<file path="src/rtl/xfer_pkg.sv">
// Package: shared types and select codes for the byte-mover channel.
// Assumes: settings select is 3 bits wide; control word occupies bits 4:0.
package xfer_pkg;

    // Transfer engine sequence states.
    typedef enum logic [1:0] {
        XS_IDLE,
        XS_READ,
        XS_WRITE,
        XS_STEP
    } xs_t;

    // Settings select codes.
    localparam logic [2:0] SEL_PADDR  = 3'd0;
    localparam logic [2:0] SEL_MADDR  = 3'd1;
    localparam logic [2:0] SEL_COUNT  = 3'd2;
    localparam logic [2:0] SEL_CTRL   = 3'd3;
    localparam logic [2:0] SEL_ENABLE = 3'd4;

    // Control word; bit 0 is dir, bit 1 half-enable, bit 2 full-enable, 4:3 priority.
    typedef struct packed {
        logic [1:0] prio;
        logic       full_ie;
        logic       half_ie;
        logic       dir;
    } chan_ctrl_t;

    localparam int CTRL_W = $bits(chan_ctrl_t);

endpackage

</file>
<file path="src/rtl/xfer_cfg.sv">
// Module: settings holder. Keeps peripheral address, running buffer address,
// control word and enable bit. Writes other than enable are dropped while the
// channel is enabled or a transfer is in flight.
// Assumes: step and finish come from the engine/counter in the same cycle.
module xfer_cfg
    import xfer_pkg::*;
#(
    parameter int AW = 32
) (
    input  logic             clk,
    input  logic             rst_n,
    input  logic             cfg_we,
    input  logic [2:0]       cfg_sel,
    input  logic [AW-1:0]    cfg_wdata,
    input  logic             engine_busy,
    input  logic             cnt_zero,
    input  logic             step,
    input  logic             finish,
    output logic [AW-1:0]    paddr,
    output logic [AW-1:0]    maddr,
    output chan_ctrl_t       ctrl,
    output logic             en,
    output logic             count_we,
    output logic             start
);

    logic locked;
    logic wr_paddr;
    logic wr_maddr;
    logic wr_ctrl;
    logic wr_enable;

    // Decode which setting a write targets and whether it is accepted.
    always_comb begin
        locked    = en | engine_busy;
        wr_paddr  = cfg_we && (cfg_sel == SEL_PADDR) && !locked;
        wr_maddr  = cfg_we && (cfg_sel == SEL_MADDR) && !locked;
        wr_ctrl   = cfg_we && (cfg_sel == SEL_CTRL)  && !locked;
        count_we  = cfg_we && (cfg_sel == SEL_COUNT) && !locked;
        wr_enable = cfg_we && (cfg_sel == SEL_ENABLE);
        start     = wr_enable && cfg_wdata[0];
    end

    // Fixed peripheral address register.
    always_ff @(posedge clk) begin
        if (!rst_n) begin
            paddr <= '0;
        end else if (wr_paddr) begin
            paddr <= cfg_wdata;
        end
    end

    // Buffer address: loaded by software, stepped by one per byte moved.
    always_ff @(posedge clk) begin
        if (!rst_n) begin
            maddr <= '0;
        end else if (wr_maddr) begin
            maddr <= cfg_wdata;
        end else if (step) begin
            maddr <= maddr + AW'(1);
        end
    end

    // Control word register.
    always_ff @(posedge clk) begin
        if (!rst_n) begin
            ctrl <= '0;
        end else if (wr_ctrl) begin
            ctrl <= chan_ctrl_t'(cfg_wdata[CTRL_W-1:0]);
        end
    end

    // Enable bit: cleared on completion, refused when count is zero.
    always_ff @(posedge clk) begin
        if (!rst_n) begin
            en <= 1'b0;
        end else if (finish) begin
            en <= 1'b0;
        end else if (wr_enable) begin
            en <= cfg_wdata[0] && !cnt_zero;
        end
    end

endmodule

</file>
<file path="src/rtl/xfer_count.sv">
// Module: remaining-count tracker. Loads the byte total, steps down once per
// transfer and produces the sticky half/done flags and the one-left and
// end strobes.
// Assumes: step never arrives while the count is zero.
module xfer_count #(
    parameter int CW = 16
) (
    input  logic          clk,
    input  logic          rst_n,
    input  logic          load_we,
    input  logic [CW-1:0] load_val,
    input  logic          start,
    input  logic          step,
    output logic          cnt_zero,
    output logic          finish,
    output logic          half_flag,
    output logic          done_flag,
    output logic          eot,
    output logic          last
);

    localparam logic [CW-1:0] ONE = CW'(1);

    logic [CW-1:0] remaining;
    logic [CW-1:0] loaded;
    logic [CW-1:0] half_mark;
    logic [CW-1:0] nxt;

    // Derived values: next count, half threshold, zero and final-step detection.
    always_comb begin
        nxt       = remaining - ONE;
        half_mark = loaded >> 1;
        cnt_zero  = (remaining == '0);
        finish    = step && (remaining == ONE);
    end

    // Count registers: software load or one step per serviced request.
    always_ff @(posedge clk) begin
        if (!rst_n) begin
            remaining <= '0;
            loaded    <= '0;
        end else if (load_we) begin
            remaining <= load_val;
            loaded    <= load_val;
        end else if (step && !cnt_zero) begin
            remaining <= nxt;
        end
    end

    // Sticky flags: cleared by an enable write, set by count milestones.
    always_ff @(posedge clk) begin
        if (!rst_n) begin
            half_flag <= 1'b0;
            done_flag <= 1'b0;
        end else if (start) begin
            half_flag <= 1'b0;
            done_flag <= 1'b0;
        end else if (step && !cnt_zero) begin
            if (nxt == half_mark) begin
                half_flag <= 1'b1;
            end
            if (nxt == '0) begin
                done_flag <= 1'b1;
            end
        end
    end

    // Single-cycle strobes for one-left and end of transfer.
    always_ff @(posedge clk) begin
        if (!rst_n) begin
            eot  <= 1'b0;
            last <= 1'b0;
        end else begin
            eot  <= step && !cnt_zero && (nxt == '0);
            last <= step && !cnt_zero && (nxt == ONE);
        end
    end

endmodule

</file>
<file path="src/rtl/xfer_engine.sv">
// Module: transfer sequencer. For each accepted request, reads one byte from
// the source port, writes it to the destination port, then pulses ack/step.
// Assumes: ports complete an access in the cycle ready is high while valid.
module xfer_engine
    import xfer_pkg::*;
#(
    parameter int AW = 32,
    parameter int DW = 8
) (
    input  logic          clk,
    input  logic          rst_n,
    input  logic          en,
    input  logic          cnt_zero,
    input  logic          req,
    input  logic          dir,
    input  logic [AW-1:0] maddr,
    input  logic [AW-1:0] paddr,
    output logic          mem_valid,
    output logic          mem_write,
    output logic [AW-1:0] mem_addr,
    output logic [DW-1:0] mem_wdata,
    input  logic [DW-1:0] mem_rdata,
    input  logic          mem_ready,
    output logic          per_valid,
    output logic          per_write,
    output logic [AW-1:0] per_addr,
    output logic [DW-1:0] per_wdata,
    input  logic [DW-1:0] per_rdata,
    input  logic          per_ready,
    output logic          ack,
    output logic          step,
    output logic          busy
);

    xs_t           state;
    logic [DW-1:0] dbuf;
    logic          src_ready;
    logic          dst_ready;
    logic [DW-1:0] src_data;

    // Route ready/data from source and destination according to direction.
    always_comb begin
        src_ready = dir ? per_ready : mem_ready;
        dst_ready = dir ? mem_ready : per_ready;
        src_data  = dir ? per_rdata : mem_rdata;
    end

    // Port request outputs derived from the current phase.
    always_comb begin
        mem_valid = ((state == XS_READ) && !dir) || ((state == XS_WRITE) && dir);
        per_valid = ((state == XS_READ) && dir)  || ((state == XS_WRITE) && !dir);
        mem_write = (state == XS_WRITE);
        per_write = (state == XS_WRITE);
        mem_addr  = maddr;
        per_addr  = paddr;
        mem_wdata = dbuf;
        per_wdata = dbuf;
        ack       = (state == XS_STEP);
        step      = (state == XS_STEP);
        busy      = (state != XS_IDLE);
    end

    // Phase sequencing: idle -> read -> write -> step.
    always_ff @(posedge clk) begin
        if (!rst_n) begin
            state <= XS_IDLE;
        end else begin
            case (state)
                XS_IDLE:  if (en && !cnt_zero && req) state <= XS_READ;
                XS_READ:  if (src_ready) state <= XS_WRITE;
                XS_WRITE: if (dst_ready) state <= XS_STEP;
                default:  state <= XS_IDLE;
            endcase
        end
    end

    // Byte holding register captured at the end of the read phase.
    always_ff @(posedge clk) begin
        if (!rst_n) begin
            dbuf <= '0;
        end else if ((state == XS_READ) && src_ready) begin
            dbuf <= src_data;
        end
    end

endmodule

</file>
<file path="src/rtl/xfer_channel.sv">
// Module: top of the request-driven byte-mover channel. Ties the settings
// holder, the count tracker and the sequencer together and forms the irq.
// Assumes: one channel only; arbitration is outside.
module xfer_channel
    import xfer_pkg::*;
#(
    parameter int AW = 32,
    parameter int DW = 8,
    parameter int CW = 16
) (
    input  logic          clk,
    input  logic          rst_n,
    input  logic          cfg_we,
    input  logic [2:0]    cfg_sel,
    input  logic [AW-1:0] cfg_wdata,
    input  logic          req,
    output logic          ack,
    output logic          mem_valid,
    output logic          mem_write,
    output logic [AW-1:0] mem_addr,
    output logic [DW-1:0] mem_wdata,
    input  logic [DW-1:0] mem_rdata,
    input  logic          mem_ready,
    output logic          per_valid,
    output logic          per_write,
    output logic [AW-1:0] per_addr,
    output logic [DW-1:0] per_wdata,
    input  logic [DW-1:0] per_rdata,
    input  logic          per_ready,
    output logic [1:0]    prio,
    output logic          active,
    output logic          half_flag,
    output logic          done_flag,
    output logic          eot,
    output logic          last,
    output logic          irq
);

    logic [AW-1:0] paddr;
    logic [AW-1:0] maddr;
    chan_ctrl_t    ctrl;
    logic          en;
    logic          count_we;
    logic          start;
    logic          cnt_zero;
    logic          finish;
    logic          step;
    logic          busy;

    xfer_cfg #(.AW(AW)) u_cfg (
        .clk         (clk),
        .rst_n       (rst_n),
        .cfg_we      (cfg_we),
        .cfg_sel     (cfg_sel),
        .cfg_wdata   (cfg_wdata),
        .engine_busy (busy),
        .cnt_zero    (cnt_zero),
        .step        (step),
        .finish      (finish),
        .paddr       (paddr),
        .maddr       (maddr),
        .ctrl        (ctrl),
        .en          (en),
        .count_we    (count_we),
        .start       (start)
    );

    xfer_count #(.CW(CW)) u_count (
        .clk       (clk),
        .rst_n     (rst_n),
        .load_we   (count_we),
        .load_val  (cfg_wdata[CW-1:0]),
        .start     (start),
        .step      (step),
        .cnt_zero  (cnt_zero),
        .finish    (finish),
        .half_flag (half_flag),
        .done_flag (done_flag),
        .eot       (eot),
        .last      (last)
    );

    xfer_engine #(.AW(AW), .DW(DW)) u_engine (
        .clk       (clk),
        .rst_n     (rst_n),
        .en        (en),
        .cnt_zero  (cnt_zero),
        .req       (req),
        .dir       (ctrl.dir),
        .maddr     (maddr),
        .paddr     (paddr),
        .mem_valid (mem_valid),
        .mem_write (mem_write),
        .mem_addr  (mem_addr),
        .mem_wdata (mem_wdata),
        .mem_rdata (mem_rdata),
        .mem_ready (mem_ready),
        .per_valid (per_valid),
        .per_write (per_write),
        .per_addr  (per_addr),
        .per_wdata (per_wdata),
        .per_rdata (per_rdata),
        .per_ready (per_ready),
        .ack       (ack),
        .step      (step),
        .busy      (busy)
    );

    // Status outputs and interrupt combination.
    always_comb begin
        prio   = ctrl.prio;
        active = en;
        irq    = (half_flag && ctrl.half_ie) || (done_flag && ctrl.full_ie);
    end

endmodule

</file>
<file path="config.mk">
export PLATFORM = sky130hd
export DESIGN_NAME = xfer_channel
export DESIGN_NICKNAME = d
export VERILOG_FILES = /design/src/rtl/xfer_pkg.sv /design/src/rtl/xfer_cfg.sv /design/src/rtl/xfer_count.sv /design/src/rtl/xfer_engine.sv /design/src/rtl/xfer_channel.sv
export SDC_FILE = /design/constraint.sdc
export NUM_CORES = 1
export LEC_CHECK = 0
export BUFFER_PORTS_ARGS = -buffer_cell sky130_fd_sc_hd__buf_4
export CAP_MARGIN = 25
export CORE_ASPECT_RATIO = 1.75
export CORE_MARGIN = 4
export CORE_UTILIZATION = 43
export CTS_CLUSTER_DIAMETER = 50
export CTS_CLUSTER_SIZE = 20
export DETAILED_ROUTE_END_ITERATION = 16
export PLACE_DENSITY = 0.72
export REMOVE_ABC_BUFFERS = 1
export SETUP_SLACK_MARGIN = 0.1
export SLEW_MARGIN = 20
export SYNTH_ARGS = -nofsm -noshare
export SYNTH_HDL_FRONTEND = slang
export SYNTH_SLANG_ARGS = --single-unit
</file>
<file path="constraint.sdc">
create_clock -name clk -period 6.7 [get_ports clk]
set_input_delay 0.335 -clock clk [delete_from_list [all_inputs] [get_ports clk]]
set_output_delay 0.335 -clock clk [all_outputs]
set_load 0.005 [all_outputs]
</file>
==> results of run 1 <==
-- how the worst max path moves through the flow --
stage	slack (ns)	start	endpoint
floorplan	3.97	u_engine.state[0]	u_cfg.maddr[10]
finish	3.82	u_count.remaining[0]	u_count.half_flag
global route	3.58	u_count.remaining[0]	u_count.half_flag
global placement	4.00	u_count.remaining[0]	u_count.remaining[15]
detailed placement	3.91	u_count.remaining[0]	u_count.half_flag
CTS	3.91	u_count.remaining[0]	u_count.half_flag
-- worst reg2reg max path, delay by kind of cell (launching register included) --
family	cells	cell delay (ns)
buffers and inverters	1	0.11
and+or+nand+nor	2	0.37
adders and majority gates	1	0.28
AOI/OAI and AO/OA	4	1.52
DFF	1	0.50
-- placed cells by master (no fill, tap or decap), types with 2 or more instances in the layout --
master                      instances
sky130_fd_sc_hd__buf_4            154
sky130_fd_sc_hd__nand2_1          132
sky130_fd_sc_hd__dfxtp_1          115
sky130_fd_sc_hd__a21oi_1           79
sky130_fd_sc_hd__nor2_1            59
sky130_fd_sc_hd__xnor2_1           41
sky130_fd_sc_hd__a211oi_1          29
sky130_fd_sc_hd__o21ai_0           26
sky130_fd_sc_hd__xor2_1            26
sky130_fd_sc_hd__nand3_1           22
sky130_fd_sc_hd__nand4_1           20
sky130_fd_sc_hd__inv_1             18
sky130_fd_sc_hd__clkbuf_16         17
sky130_fd_sc_hd__mux2i_1           16
sky130_fd_sc_hd__nor3_1            11
sky130_fd_sc_hd__ha_1               8
sky130_fd_sc_hd__and3_1             6
sky130_fd_sc_hd__bufinv_16          6
sky130_fd_sc_hd__nor4_1             5
sky130_fd_sc_hd__and4_1             5
sky130_fd_sc_hd__nand3b_1           4
sky130_fd_sc_hd__o211ai_1           4
sky130_fd_sc_hd__and2_1             4
sky130_fd_sc_hd__clkinv_4           4
sky130_fd_sc_hd__nor4_2             3
sky130_fd_sc_hd__or3b_2             2
sky130_fd_sc_hd__or4_1              2
sky130_fd_sc_hd__nor4_4             2
sky130_fd_sc_hd__nor4b_1            2
sky130_fd_sc_hd__o22ai_1            2
sky130_fd_sc_hd__o221ai_1           2
sky130_fd_sc_hd__a311oi_1           2
sky130_fd_sc_hd__a22oi_1            2
sky130_fd_sc_hd__nor2b_1            2
sky130_fd_sc_hd__clkbuf_8           2
-- synth_stat cells, drive strengths merged (2+ instances only) --
cell type / number
inv: 19
clkbuf: 37
nand3b: 4
nor3: 12
xnor2: 41
nand4: 21
dfxtp: 115
nor4: 10
o221ai: 2
a22oi: 2
xor2: 26
mux2i: 16
nor4b: 3
and4: 5
o22ai: 2
nand2: 133
nor2: 60
or4: 2
and2: 4
or2b: 2
a211oi: 29
or3b: 2
a311oi: 3
ha: 8
nor2b: 2
and3: 6
a21oi: 80
nand3: 22
buf: 25
o21ai: 27
o211ai: 4
a41oi: 2
-- through the flow --
stage,utilization,total power [mW],setup slack (ns),cell area (um^2)
global route,0.5693,2.075,3.579,7659
global placement,0.5177,0.9753,4.004,6964
finish,0.5693,2.006,3.820,7659
floorplan,-,0.8676,3.972,5598
CTS,0.5687,2.019,3.905,7651
detailed placement,0.5179,0.9764,3.912,6967
-- registers in the layout (all words and copies together) (netlist names) --
signal              count
u_cfg.ctrl              5
u_cfg.en                1
u_cfg.maddr            32
u_cfg.paddr            32
u_count.done_flag       1
u_count.eot             1
u_count.half_flag       1
u_count.last            1
u_count.loaded         15
u_count.remaining      16
u_engine.mem_wdata      8
u_engine.state          2
-- power by group through the flow --
stage / Combinational, mW / Sequential, mW / Clock [mW]
after CTS: 0.228 / 0.735 / 1.06
after global routing: 0.252 / 0.739 / 1.08
after detailed placement: 0.227 / 0.750 / 0
final: 0.227 / 0.735 / 1.04
after global placement: 0.226 / 0.749 / 0
after floorplan: 0.121 / 0.747 / 0
-- cell families after synthesis --
| family | synth area share |
|---|---|
| adders and majority gates | 0.01696 |
| xor gates and xnor gates | 0.09945 |
| buffers and inverters | 0.06340 |
| muxes | 0.02714 |
| and+or+nand+nor | 0.2434 |
| DFF | 0.3902 |
| AOI/OAI and AO/OA | 0.1595 |
-- final cells by class --
cell class                      count  area (um^2)  share of cell area
Clock buffer                       20        456.7             0.05963
Inverter                           19        71.32            0.009312
Tap cell                          174        217.7             0.02843
Sequential cell                   115         2302              0.3006
Clock inverter                     12        227.7             0.02973
Timing Repair Buffer              154         1156              0.1510
Multi-Input combinational cell    542         3227              0.4213
-- routing by layer --
metal | vias to the layer above | routed length, um
met1 | 2495 | 5933
met2 | 169 | 9290
met5 | - | 0
li1 | 2761 | -
met3 | 31 | 950
met4 | 0 | 442
==> impl_metrics.yaml, run 1 <==
floorplanning:
  initial_utilization: 0.4386
  fp.dieArea_um2: 15730
  die-width_um: 96.55
  placementRows: 56
  dieHeight_um: 163.0
  count_of_boundary_i_o_pins: 150
  core_region_um2: 13450
detailed_routing:
  route.final.wire_length_mm: 16.62
  routed_wirelength_normalized_by_instance_count_um: 16.04
  postRouteAntennaNets: 0
  post_dr_vias_cell: 5.266
  routed-via-count: 5456
  count_of_tritonroute_iterations_in_the_first_routing_pass: 5
  drc: 0
  drt_iter0_markers: 342
layout:
  layout.cells.non_filler: 1036
  layout-area-overhead-vs-synth_pct: 29.79
  drive_gt1_frac: 0.2367
  fillerInstances: 1260
  antenna_diode_count: 0
  nNetsFinal: 914
min_path:
  hp-start: "cfg_wdata[19]"
  timing.hold.worst.class: "input port to flip-flop"
  min_delay_worst_endpoint: "u_cfg.paddr[19]"
  hold_path_depth: 3
grt:
  grt_use_met3: 0.05178
  grt-busiest-layer: "met2"
  grt_first_pass_wirelength_mm: 26.38
  largest_net_degree_at_the_start_of_global_routing: 95
  initial_antenna_violation_count: 0
  met1_usage_in_global_routing: 0.2185
  number_of_global_route_vias_before_repair: 5351
  grtUsageMet2: 0.4104
  grt_remaining_overflow: 0
  grtUsageTotal: 0.2167
power_and_ir_drop:
  power_density_nw_per_um2: 261.9
  fraction_of_power_consumed_by_combinational_cells: 0.113
  cellLeakagePower_nw: 2.984
  sequentialPowerShare: 0.367
  vdd_ir_drop_max_v: 0.0001872
  p_clk_frac: 0.520
  power.net_switching_mw: 0.4721
  cellInternalPower_mw: 1.534
  sw_frac_of_total: 0.2353
worst_setup_path:
  cp_num_cells: 8
  worst_setup_end_kind: "flip-flop"
  worstSetupStartpointType: "flip-flop"
  path_buf_inv: 1
  critPathTopFamily: "compound AO/OA/AOI/OAI gates"
  reg2reg_from: "u_count.remaining[0]"
  ff2ff_setup_slack_ns: 3.82
  worst_path_fanout_max: 18
  crit_path_cell_trace: "inv_1, ha_1, nor3b_2, a41oi_2, o21ai_0, a311oi_1, nand3b_1, o31ai_1"
  crit_required_ns: 7.02
  timing.rr.end: "u_count.half_flag"
  worst_ep_arrival_time_ns: 3.20
  worst_setup_path_category: "flip-flop to flip-flop"
  crit_path_top_delay_cell: "sky130_fd_sc_hd__a41oi_2"
  slowest_delay_ns: 0.77
  r2r_cells: 8
yosys:
  synth_cell_types: 59
  synth.cell_area_um2: 5901
  synthesis.area_per_instance_um2: 7.995
  synth.area.top_cells: "sky130_fd_sc_hd__dfxtp_1 39%, sky130_fd_sc_hd__nand2_1 8.5%, sky130_fd_sc_hd__a21oi_1 6.7%"
  synth-edff-count: 0
  ys_seq_elements: 115
  yosys.area.top_type: "sky130_fd_sc_hd__dfxtp_1"
  ys_async_sr_fraction: 0
  synthesis.instances: 738
  synth-seq-area-share: 0.3902
  yosysTopAreaCellShare: 0.3902
  synthesis.yosys.warnings: 0
  ys.flop_type: "sky130_fd_sc_hd__dfxtp_1"
clock_tree:
  postCtsResizedCells: 0
  clk_pin_slew_worst_paths_ns: 0.06
  cts-htree-levels: 4
  post_cts.repair.setup_buffers: 0
  clock_tree_from_tritoncts: "built"
  numCtsBuffers: 17
  tritoncts_num_sinks: 115
  number_of_hold_buffers_added_after_cts: 0
  cts_max_path_buffers: 2
  insertion_delay_ns: 0.41
  clk_root_buffer_cell: "sky130_fd_sc_hd__clkbuf_16"
place:
  place_congestion: 0.9170
  post-place-cells: 1003
  detailed_place_hpwl_mm: 12.09
  port_buffers: 149
timing:
  fin_crit_sh: 0.4298
  finalMaxSlewViolations: 0
  fin_tns_setup_ns: 0
  fmax_ghz: 0.3473
  timing.final.hold_violations: 0
  worst_slew_margin_rel: 0.3353
  grt_setup_unrepaired: "false"
  layout_min_cycle_time_ns: 2.880
  setup_viol: 0
  clock-skew-final_ns: 0.007534
  holdWs_ns: 0.1797
  worst_pin_slew_ns: 0.9970
outcome:
  outcome: "complete, no violations"
job:
  cap_violations: 0
(Power assumes the default switching activity.)
==> run 2: changes to the inputs <==
==> constraint.sdc (replaced) <==
create_clock -name clk -period 2.9 [get_ports clk]
set_input_delay 0.145 -clock clk [delete_from_list [all_inputs] [get_ports clk]]
set_output_delay 0.145 -clock clk [all_outputs]
set_load 0.005 [all_outputs]
==> run 2 against run 1 <==
Combinational power rose by 140%; design area rose by 2.8%; global-route usage rose by 1.1 points; register-to-register slack got worse by 3.4 ns; largest power group unchanged; sequential power rose by 130%; worst setup slack got worse by 3.4 ns; fmax rose by 18%; cell count rose by 2.6%; clock-buffer cell count did not move.
==> impl_metrics.yaml, run 2 (synthesis gave the netlist of run 1 again) <==
outcome:
  outcome: "complete, no violations"
detailed_routing:
  routed_wirelength_normalized_by_instance_count_um: 16.41
  count_of_tritonroute_iterations_in_the_first_routing_pass: 5
  drc: 0
  drt_iter0_markers: 249
  post_dr_vias_cell: 5.407
  route.final.wire_length_mm: 17.45
  routed-via-count: 5748
  postRouteAntennaNets: 0
layout:
  reg_top3: "u_cfg.maddr (32), u_cfg.paddr (32), u_count.remaining (16)"
  antenna_diode_count: 0
  finish.instance_area_um2: 7876
  nNetsFinal: 942
  drive_gt1_frac: 0.2418
  layout_common_cells: "165 x sky130_fd_sc_hd__buf_4, 133 x sky130_fd_sc_hd__nand2_1, 115 x sky130_fd_sc_hd__dfxtp_1, 79 x sky130_fd_sc_hd__a21oi_1, 59 x sky130_fd_sc_hd__nor2_1"
  layout-area-overhead-vs-synth_pct: 33.48
  final_core_utilization: 0.5855
  layout.cells.non_filler: 1063
  mostFrequentLayoutCell: "sky130_fd_sc_hd__buf_4"
place:
  placement.setup.worst_slack_ns: 0.4501
  post-place-cells: 1016
  detailed_place_hpwl_mm: 12.81
  place_congestion: 0.9219
  port_buffers: 149
  place_area_um2: 7074
clock_tree:
  tritoncts_num_sinks: 115
  number_of_hold_buffers_added_after_cts: 16
  insertion_delay_ns: 0.41
  clk_pin_slew_worst_paths_ns: 0.05
  clk_root_buffer_cell: "sky130_fd_sc_hd__clkbuf_16"
  post_cts.repair.setup_buffers: 0
  postCtsResizedCells: 0
  cts_max_path_buffers: 2
  numCtsBuffers: 17
  clock_tree_from_tritoncts: "built"
  cts-htree-levels: 4
timing:
  fmax_ghz: 0.4083
  worst_slew_margin_rel: 0.5235
  grt_setup_unrepaired: "false"
  fin_tns_setup_ns: 0
  timing.final.hold_violations: 0
  fin_crit_sh: 0.8445
  holdWs_ns: 0.01185
  finalMaxSlewViolations: 0
  crit_path_setup_slack_layout_ns: 0.4509
  layout_min_cycle_time_ns: 2.449
  worst_pin_slew_ns: 0.7138
  clock-skew-final_ns: 0.009696
  setup_viol: 0
grt:
  grt_remaining_overflow: 0
  initial_antenna_violation_count: 0
  largest_net_degree_at_the_start_of_global_routing: 65
  grtUsageTotal: 0.2280
  grt_first_pass_wirelength_mm: 27.92
  number_of_global_route_vias_before_repair: 5661
power_and_ir_drop:
  power_density_nw_per_um2: 571.2
  cellLeakagePower_nw: 3.079
  fin_total_pwr_mw: 4.499
  vdd_ir_drop_max_v: 0.0003812
min_path:
  timing.hold.worst.class: "input port to flip-flop"
floorplanning:
  count_of_boundary_i_o_pins: 150
  fp.dieArea_um2: 15730
  placementRows: 56
  die-width_um: 96.55
  core_region_um2: 13450
  initial_utilization: 0.4386
  dieHeight_um: 163.0
worst_setup_path:
  worst_ep_arrival_time_ns: 2.80
  worst_setup_end_kind: "flip-flop"
  crit_required_ns: 3.25
  worstSetupStartpointType: "flip-flop"
  worst_setup_path_category: "flip-flop to flip-flop"
  slowest_delay_ns: 0.39
  crit_path_cell_trace: "inv_1, ha_1, nor3b_2, nand4_1, xnor2_1, nor3_1, nor4b_1, and4_1"
  ff2ff_setup_slack_ns: 0.45
  crit_path_top_delay_cell: "sky130_fd_sc_hd__dfxtp_1"
  worst_path_fanout_max: 7
job:
  cap_violations: 0
## run 2: changes by cell type in the layout (fill, tap and decap cells not counted), sizes merged
| cell | delta |
|---|---|
| dlygate4sd3 | +16 |
| buf | +12 |
| clkinv | -4 |
| clkinvlp | +4 |
| bufinv | -2 |
| inv | +1 |
## run 2: critical path: cells and delay by family, from the launching register on
kind	cells	cell delay, ns
simple gates	5	1.39
flops	1	0.39
fa+ha+maj	1	0.27
xor+xnor	1	0.21
buf+inv	1	0.12
## run 2: area by class of cell
type / instances / area (um^2)
clock buffer: 20 / 466.7
clock inverter: 11 / 175.2
fill: 1261 / 5577
inverter: 19 / 71.32
multi-input combinational: 542 / 3224
sequential: 115 / 2302
tap: 174 / 217.7
timing repair buffer: 182 / 1419
## run 2: path summary, 6_finish.rpt
path                              from               to  cells past startpoint
setup / recovery  u_count.remaining[0]     u_count.last                      8
hold / removal            cfg_wdata[6]   u_cfg.paddr[6]                      3
setup reg to reg  u_count.remaining[0]     u_count.last                      8
hold reg to reg        u_cfg.paddr[11]  u_cfg.paddr[11]                      2
## run 2: layer usage
metal  vias to the layer above  GRT usage  share of wire
li1                       2824          -              -
met1                      2696     0.2340           0.35
met2                       185     0.4292           0.57
met3                        43    0.04854          0.053
met4                         0    0.09579          0.030
met5                         -          0              0
## run 2: power breakdown
| part | internal, mW | switching (mW) | leakage [nW] |
|---|---|---|---|
| Combinational | 0.273 | 0.284 | 1.85 |
| Sequential | 1.64 | 0.0624 | 0.931 |
| Clock | 1.50 | 0.739 | 0.297 |
==> run 3: changes to the inputs <==
--- a/config.mk
+++ b/config.mk
@@ -13,7 +13,7 @@
 export CTS_CLUSTER_DIAMETER = 50
 export CTS_CLUSTER_SIZE = 20
 export DETAILED_ROUTE_END_ITERATION = 16
-export PLACE_DENSITY = 0.72
+export PLACE_DENSITY = 0.74
 export REMOVE_ABC_BUFFERS = 1
 export SETUP_SLACK_MARGIN = 0.1
 export SLEW_MARGIN = 20
==> constraint.sdc (replaced) <==
create_clock -name clk -period 2 [get_ports clk]
set_input_delay 0.1 -clock clk [delete_from_list [all_inputs] [get_ports clk]]
set_output_delay 0.1 -clock clk [all_outputs]
set_load 0.005 [all_outputs]
==> run 3 against run 2 <==
The run now ends with setup timing left; worst setup slack got worse by 0.51 ns; register-to-register slack got worse by 0.51 ns; global-route usage rose by 1.7 points; sequential power rose by 44%; worst hold slack improved by 0.025 ns; via count rose by 11%; total power rose by 48%; clock-buffer cell count rose by 1; fmax rose by 19%; non-clock buffer count rose by 97; critical path type unchanged; largest power group unchanged.
==> impl_metrics.yaml, run 3 (synthesis gave the netlist of run 1 again) <==
detailed_routing:
  routed-via-count: 6364
  postRouteAntennaNets: 0
  route.final.wire_length_mm: 20.75
  drt_iter0_markers: 393
  post_dr_vias_cell: 5.481
  routed_wirelength_normalized_by_instance_count_um: 17.87
  drc: 0
  count_of_tritonroute_iterations_in_the_first_routing_pass: 5
place:
  place_area_um2: 7602
  place_congestion: 0.9445
  detailed_place_hpwl_mm: 13.61
  post-place-cells: 1078
  port_buffers: 149
  placement.setup.worst_slack_ns: -0.1705
worst_setup_path:
  worst_setup_path_category: "flip-flop to flip-flop"
  ff2ff_setup_slack_ns: -0.06
  crit_path_top_delay_cell: "sky130_fd_sc_hd__nor4_4"
  crit_path_cell_trace: "buf_6, nor4_4, nand4_1, xnor2_1, a222oi_1, nand4_1, o31ai_2"
  crit_top_cell: "sky130_fd_sc_hd__nand4_1"
  slowest_delay_ns: 0.37
  timing.rr.end: "u_count.half_flag"
  r2r_cells: 7
  reg2reg_from: "u_count.remaining[0]"
  worst_setup_end_kind: "flip-flop"
  worstSetupStartpointType: "flip-flop"
  critPathTopFamily: "simple AND/OR/NAND/NOR gates"
  worst_ep_arrival_time_ns: 2.38
  path_buf_inv: 1
  crit_required_ns: 2.32
  worst_path_fanout_max: 6
job:
  cap_violations: 0
layout:
  mostFrequentLayoutCell: "sky130_fd_sc_hd__buf_4"
  reg_top3: "u_cfg.maddr (32), u_cfg.paddr (32), u_count.remaining (16)"
  finish.instance_area_um2: 9026
  final_core_utilization: 0.6709
  layout_common_cells: "230 x sky130_fd_sc_hd__buf_4, 132 x sky130_fd_sc_hd__nand2_1, 106 x sky130_fd_sc_hd__dfxtp_1, 77 x sky130_fd_sc_hd__a21oi_1, 45 x sky130_fd_sc_hd__nor2_1"
  drive_gt1_frac: 0.3621
  layout.cells.non_filler: 1161
  layout-area-overhead-vs-synth_pct: 52.97
  fillerInstances: 1067
  nNetsFinal: 1039
floorplanning:
  dieHeight_um: 163.0
  core_region_um2: 13450
  count_of_boundary_i_o_pins: 150
  initial_utilization: 0.4386
  placementRows: 56
  die-width_um: 96.55
  fp.dieArea_um2: 15730
timing:
  fin_crit_sh: 1.031
  timing.final.hold_violations: 0
  fmax_ghz: 0.4849
  layout_min_cycle_time_ns: 2.062
  setup_viol: 3
  worst_pin_slew_ns: 0.5885
  clock-skew-final_ns: 0.006641
  grt_setup_unrepaired: "true"
  fin_tns_setup_ns: -0.1042
  crit_path_setup_slack_layout_ns: -0.06248
  worst_slew_margin_rel: 0.6046
  finalMaxSlewViolations: 0
  holdWs_ns: 0.03710
min_path:
  hp-start: "mem_rdata[2]"
  timing.hold.worst.class: "input port to flip-flop"
  hold_path_depth: 3
  min_delay_worst_endpoint: "u_engine.mem_wdata[2]"
clock_tree:
  numCtsBuffers: 17
  tritoncts_num_sinks: 115
  clock_tree_from_tritoncts: "built"
  cts_max_path_buffers: 2
  cts-htree-levels: 4
  insertion_delay_ns: 0.41
  clk_pin_slew_worst_paths_ns: 0.06
  clk_root_buffer_cell: "sky130_fd_sc_hd__clkbuf_16"
power_and_ir_drop:
  cellLeakagePower_nw: 3.667
  vdd_ir_drop_max_v: 0.0006577
  fin_total_pwr_mw: 6.664
  power_density_nw_per_um2: 738.3
grt:
  number_of_global_route_vias_before_repair: 6188
  initial_antenna_violation_count: 0
  grt_remaining_overflow: 0
  grtUsageTotal: 0.2448
  grt_first_pass_wirelength_mm: 29.68
  largest_net_degree_at_the_start_of_global_routing: 65
outcome:
  outcome: "finished with violations"
  failed_checks: "setup timing"
run 3: worst min-delay path, delay by kind of cell:
| family | cells | cell delay [ns] |
|---|---|---|
| AO/OA/AOI/OAI | 1 | 0.08 |
| multiplexers | 1 | 0.11 |
| buffers and inverters | 1 | 0.11 |
run 3: layer usage:
layer  up-vias  GRT usage  wire [um]
li1       3016          -          -
met1      2990     0.2250       6877
met2       264     0.4525      11230
met3        94    0.05733       1149
met4         0     0.1705       1489
met5         -          0          0
run 3: power breakdown:
group | leakage [nW] | internal (mW) | total (mW) | switching [mW]
registers | 0.936 | 2.38 | 2.45 | 0.0743
clock network | 0.298 | 2.04 | 3.11 | 1.07
logic | 2.43 | 0.569 | 1.10 | 0.534
total | 3.67 | 4.98 | 6.66 | 1.68
run 3: layout make-up:
| cell class | instances | area [um^2] | share of cell area |
|---|---|---|---|
| clock inverter | 10 | 131.4 | 0.01456 |
| timing repair buffer | 279 | 2332 | 0.2584 |
| multi-input combinational | 542 | 3487 | 0.3863 |
| inverter | 19 | 71.32 | 0.007901 |
| sequential | 115 | 2313 | 0.2563 |
| tap | 174 | 217.7 | 0.02412 |
| clock buffer | 21 | 470.5 | 0.05212 |
| antenna | 1 | 2.502 | 0.0002772 |
run 3: how the worst max path moves through the flow:
| stage | cells after the start | slack (ns) | from | endpoint |
|---|---|---|---|---|
| after CTS | 7 | -0.03 | u_count.remaining[1] | u_count.half_flag |
| after floorplan | 7 | -0.73 | u_engine.state[0] | u_cfg.maddr[10] |
| after global routing | 7 | -0.20 | u_count.remaining[0] | u_count.half_flag |
| after global placement | 8 | -0.09 | u_count.remaining[1] | u_count.last |
| after detailed placement | 8 | -0.17 | u_count.remaining[0] | u_count.last |
| final | 7 | -0.06 | u_count.remaining[0] | u_count.half_flag |
run 3: what timing repair did:
action | 4_1_cts | 5_1_grt
cloned | 0 | 5
hold buffers | 32 | 0
pin swaps | 15 | 19
endpoints found under the setup margin | 12 | 45
gates resized for setup | 15 | 81
hold endpoints to repair | 66 | 0
buffers inserted | 7 | 8
